==> src/rtl/pmp_chk_pkg.sv <==
package pmp_chk_pkg;

  // Match mode encoding held in configuration bits 4:3.
  typedef enum logic [1:0] {
    MATCH_OFF   = 2'd0,
    MATCH_TOR   = 2'd1,
    MATCH_NA4   = 2'd2,
    MATCH_NAPOT = 2'd3
  } match_mode_e;

  localparam int CFG_W    = 8;
  localparam int PERM_W   = 3;
  localparam int MODE_LSB = 3;
  localparam int LOCK_BIT = 7;

  function automatic match_mode_e cfg_mode(input logic [CFG_W-1:0] cfg);
    return match_mode_e'(cfg[MODE_LSB +: 2]);
  endfunction

endpackage

==> src/rtl/pmp_region_decode.sv <==
module pmp_region_decode
  import pmp_chk_pkg::*;
#(
  parameter int XLEN = 32
) (
  input  match_mode_e     mode,
  input  logic [XLEN-1:0] cur_addr,
  input  logic [XLEN-1:0] prev_addr,
  output logic [XLEN+2:0] lo_bound,
  output logic [XLEN+2:0] hi_bound,
  output logic            active
);
  localparam int BND_W = XLEN + 3;
  localparam logic [XLEN-1:0]  WORD_ONE = XLEN'(1);
  localparam logic [BND_W-1:0] BND_ONE  = BND_W'(1);
  localparam logic [BND_W-1:0] NA4_SIZE = BND_W'(4);
  localparam logic [BND_W-1:0] FULL_HI  = BND_ONE << (XLEN + 2);

  logic [XLEN-1:0]  ones_mask;
  logic [XLEN-1:0]  low_mask;
  logic [BND_W-1:0] cur_b;
  logic [BND_W-1:0] prev_b;
  logic [BND_W-1:0] napot_base;
  logic [BND_W-1:0] napot_size;
  logic             all_ones;

  always_comb begin
    cur_b      = {1'b0, cur_addr, 2'b00};
    prev_b     = {1'b0, prev_addr, 2'b00};
    // Bits 0..t set where t is the count of trailing ones.
    ones_mask  = cur_addr ^ (cur_addr + WORD_ONE);
    low_mask   = ones_mask >> 1;
    all_ones   = &cur_addr;
    napot_base = {1'b0, cur_addr & ~low_mask, 2'b00};
    napot_size = ({3'b000, low_mask} + BND_ONE) << 3;

    lo_bound = '0;
    hi_bound = '0;
    active   = 1'b1;
    case (mode)
      MATCH_TOR: begin
        lo_bound = prev_b;
        hi_bound = cur_b;
      end
      MATCH_NA4: begin
        lo_bound = cur_b;
        hi_bound = cur_b + NA4_SIZE;
      end
      MATCH_NAPOT: begin
        if (all_ones) begin
          lo_bound = '0;
          hi_bound = FULL_HI;
        end else begin
          lo_bound = napot_base;
          hi_bound = napot_base + napot_size;
        end
      end
      default: active = 1'b0;
    endcase
  end
endmodule

==> config.mk <==
export PLATFORM = sky130hd
export DESIGN_NAME = pmp_region_decode
export DESIGN_NICKNAME = d
export VERILOG_FILES = /design/src/rtl/pmp_chk_pkg.sv /design/src/rtl/pmp_region_decode.sv
export SDC_FILE = /design/constraint.sdc
export NUM_CORES = 1
export LEC_CHECK = 0
export BUFFER_PORTS_ARGS = -buffer_cell sky130_fd_sc_hd__buf_2
export CORE_UTILIZATION = 40
export DETAILED_ROUTE_END_ITERATION = 8
export GPL_TIMING_DRIVEN = 0
export PLACE_DENSITY = 0.66
export SYNTH_ARGS = -nofsm -noshare
export SYNTH_HDL_FRONTEND = slang
export SYNTH_SLANG_ARGS = --single-unit
==> constraint.sdc <==
create_clock -name vclk -period 10.1
set_input_delay 0.505 -clock vclk [all_inputs]
set_output_delay 0.505 -clock vclk [all_outputs]
set_load 0.01 [all_outputs]
# Word level (Yosys, flattened, before mapping)
# Cells that the tools add are included.
dict set report classes {
  bitwise 3
  n_reduce_logical 2
  n_addsub 4
  eq_ne 3
  mux 5
}
# operator count
set op_table {}
lappend op_table {{$pmux 35 s3} 1}
lappend op_table {{$pmux 34 s3} 1}
lappend op_table {{$add 34x3->35 const B} 1}
lappend op_table {{$add 34x35->35} 1}
lappend op_table {{$mux 35} 1}
lappend op_table {{$mux 34} 1}
lappend op_table {{$add 31x1->32 const B} 1}
lappend op_table {{$add 32x1->32 const B} 1}
lappend op_table {{$and 32x32->32} 1}
lappend op_table {{$not 31->32} 1}
lappend op_table {{$reduce_and 32->1} 1}
lappend op_table {{$xor 32x32->32} 1}
lappend op_table {{$eq 2x2->1 const B} 2}
lappend op_table {{$reduce_or 3->1} 1}
lappend op_table {{$eq 2x1->1 const B} 1}
lappend op_table {{$mux 1} 1}
dict set report word_totals {
  elab_cells 17
  ff_bits 0
  out_inout_bits 71
  in_bits 66
}

# Depth between registers and ports, before layout
dict set report depth {
  ltp_word 7
  depth_mapped 22
  mapped_depth_nobuf 21
}

# Worst setup path before layout
# No wires, ideal clock.
dict set report synth_timing {
  path_type {input -> output}
  start {in cur_addr[0]}
  end {out hi_bound[34]}
  required_ns 9.595
  cell_stages 21
  arrival_time_ns 4.248
  setup_slack_ns 5.347
  path_buffers 0
  cell_sequence {ha_1 -> xnor2_1 -> inv_1 -> ha_1 -> and3_1 -> nand4_1 -> nor2_1 -> nand2_1 -> or3_1 -> a21boi_0 -> ha_1 -> a21oi_1 -> o21ai_0 -> a31oi_1 -> o21a_1 -> o31a_1 -> o21ai_0 -> a221oi_1 -> xor2_1 -> a21oi_1 -> nor2b_1}
}
dict set report synth_between {
  elab_chain_cells 7
  elab_cells_between_ends 10
  cone_classes {4 x add/sub; 2 x mux; 3 x bitwise; 1 x reduce/logical}
}
# item line_no
set synth_rtl {}
lappend synth_rtl {{start, declared} pmp_region_decode.sv:7} ;# input logic [XLEN-1:0] cur_addr,
lappend synth_rtl {{branches (longest 6 deep; another with $add 34x35->35)} --}
lappend synth_rtl {{$pmux 35 s3 *} pmp_region_decode.sv:40} ;# case (mode)
lappend synth_rtl {{end, declared} pmp_region_decode.sv:10} ;# output logic [XLEN+2:0] hi_bound,
# Every way passes the cells marked *.

# Final worst setup path
dict set report layout_timing {
  start {in cur_addr[1]}
  end {out hi_bound[34]}
}
# Same word-level chain as after synthesis.

==> results.sh <==
export IMPL_cp_slowest_cell="nor3_1"
export IMPL_nNetsFinal=864
export IMPL_hold_viol=0
export IMPL_fmax_ghz=0.157
export IMPL_yosysTopAreaCell="ha_1"
export IMPL_grt_pass1_vias=5080
export IMPL_start_kind="primary input"
export IMPL_syn_avg_cell_area_sq_um=6.42
export IMPL_grt_overflow_total=0
export IMPL_power_static_leakage_nw=2.31
export IMPL_tns_ps=0
export IMPL_peakVddDrop_mv=0.0224
export IMPL_cts_resized=0
export IMPL_hold_depth=3
export IMPL_dr_pass1_iters=5
export IMPL_rsz0062_at_grt="no"
export IMPL_ys_warn_count=0
export IMPL_cpMostUsedCell="ha_1"
export IMPL_required_ps=9600
export IMPL_path_cells="buf_2, ha_1, clkbuf_1, clkbuf_1, ha_1, and3_1, nand4_1, nor2_1, nand2_1, nor3_1, xor2_1, ha_1, a21oi_1, o31ai_1, a31oi_1, o21a_1, o31a_1, o21ai_0, a221oi_1, xor2_1, a21oi_1, nor2b_1, buf_2"
export IMPL_min_from="prev_addr[30]"
export IMPL_synthTopCellsByArea="ha_1, o21ai_0, a32o_1, nand2_1, xnor2_1"
export IMPL_synth_top_cells_by_count="o21ai_0, nand2_1, nor2_1"
export IMPL_syn_cell_area_sq_um=4060
export IMPL_num_io_pins=137
export IMPL_fill_cells=1060
export IMPL_synth_most_common_cell="o21ai_0"
export IMPL_final_util_pct=49.5
export IMPL_synth_adder_area_share_pct=11.3
export IMPL_hp_class="primary input to output port"
export IMPL_setup_viol=0
export IMPL_die_area_sq_um=10600
export IMPL_slew_headroom_pct=28.0
export IMPL_drive_above_1_share_pct=20.5
export IMPL_start_util_pct=41.3
export IMPL_synthMuxAreaShare_pct=0.740
export IMPL_dp_hpwl_um=13100
export IMPL_status="finished, final reports clean"
export IMPL_grt_pass1_wl_um=26300
export IMPL_synth_top_area_share_pct=10.8
export IMPL_coreArea_sq_um=9820
export IMPL_whs_endpoint="lo_bound[32]"
export IMPL_finalWeightedCongestion=0.996
export IMPL_maxCapViolCount=0
export IMPL_io_buffers=124
export IMPL_wire_per_inst_um=19.5
export IMPL_fp_dieW_um=103
export IMPL_grt_max_degree=11
export IMPL_path_class="primary input to output port"
export IMPL_crit_family="simple AND/OR/NAND/NOR gates"
export IMPL_worstSetupEndpointType="output port"
export IMPL_num_rows=36
export IMPL_grt_util_all_layers_pct=32.0
export IMPL_crit_path_max_fanout=10
export IMPL_drtIter0Drc=583
export IMPL_drc=0
export IMPL_crit_buf_inv=4
export IMPL_synth_top_family_by_area="compound AO/OA/AOI/OAI gates"
export IMPL_postCtsSetupBuffers=0
export IMPL_synth_cell_types=61
export IMPL_design_seq_count=0
export IMPL_arrival_ps=5860
export IMPL_post_route_period_util_pct=63.0
export IMPL_synth_xor_area_share_pct=10.8
export IMPL_worst_slew_pin_slew_ps=1070
export IMPL_drt_total_wl_um=17400
export IMPL_synth_compound_area_share_pct=37.7
export IMPL_postRouteAntennaNets=0
export IMPL_cpPeakStageDelay_ps=600
export IMPL_fin_crit_ps=6360
export IMPL_p_per_area_nw_per_um2=36.7
export IMPL_total_power_uw=178
export IMPL_antenna_cells=0
export IMPL_nClkBuffers=0
export IMPL_vias=5579
export IMPL_seq_area_sq_um=0
export IMPL_synth_seq_area_share_pct=0
export IMPL_syn_inst=632
export IMPL_die_y_um=103
export IMPL_cts_hold_buf=0
export IMPL_slew_violations=0
export IMPL_synth_simple_gate_area_share_pct=32.6
export IMPL_area_growth_pct=19.8
export IMPL_via_per_inst=6.25
export IMPL_antenna_found_initial=0
[tightest hold or removal path, cell delays in order]
cell    delay, ps
buf_2          70
a32o_1        100
buf_2         120
[layout make-up]
type,instances,area (sq um),share of cell area (%)
buffer,47,219,4.50
tap,133,166,3.42
timing repair buffer,124,621,12.8
inverter,15,56.3,1.16
multi-input combinational,574,3800,78.1
[how the worst max path moves through the flow]
stage,startpoint,to,slack [ps],cells past startpoint
2_1_floorplan,cur_addr[0],hi_bound[34],5350,21
3_3_place_gp,cur_addr[1],hi_bound[34],4060,23
3_5_place_dp,cur_addr[1],hi_bound[34],3970,23
4_1_cts,cur_addr[1],hi_bound[34],3940,23
5_1_grt,cur_addr[1],hi_bound[34],3440,23
6_report,cur_addr[1],hi_bound[34],3740,23
[cell families (layout without fill, tap and decap cells)]
logic type,after synthesis,count (layout)
simple gates,254,254
compound gates,226,226
buf+inv,62,186
xor+xnor,50,50
fa+ha+maj,36,36
mux,3,3
other cells,1,5
[layout by cell type, fill, tap and decap left out, drive strengths merged, types with 4 or more instances in the layout]
cell type / instances
conb: 5
a31oi: 5
a32o: 31
nand2: 72
xnor2: 29
nor3: 20
nand4: 9
nor2: 48
a21boi: 4
o21bai: 4
xor2: 21
a22o: 11
o21ai: 72
o32ai: 5
or3: 6
a21oi: 39
and3: 24
and2: 23
ha: 35
nor2b: 18
inv: 15
buf: 142
o21a: 8
a21o: 16
clkbuf: 29
nand3: 25
a22oi: 8
[through the flow]
step	worst slack, ps	std cells	hold slack, ps	cell area [sq um]
3_3_place_gp	4060	893	1310	4860
5_1_grt	3440	893	1320	4860
4_1_cts	3940	893	1310	4860
2_1_floorplan	5350	636	1140	4070
3_5_place_dp	3970	893	1310	4860
6_report	3740	893	1310	4860
[power by group]
part           internal, mW  total (mW)  switching [mW]
sequential                0           0               0
clock                     0           0               0
combinational        0.0705       0.178           0.108
total                0.0705       0.178           0.108
[layer usage]
layer	wire length, um	GRT usage (%)	vias to the layer above
met5	0	0	-
met3	1980	2.85	55
met1	6980	43.4	2531
met4	619	10.8	0
li1	-	-	2603
met2	7830	53.2	390
(Power assumes the default switching activity.)
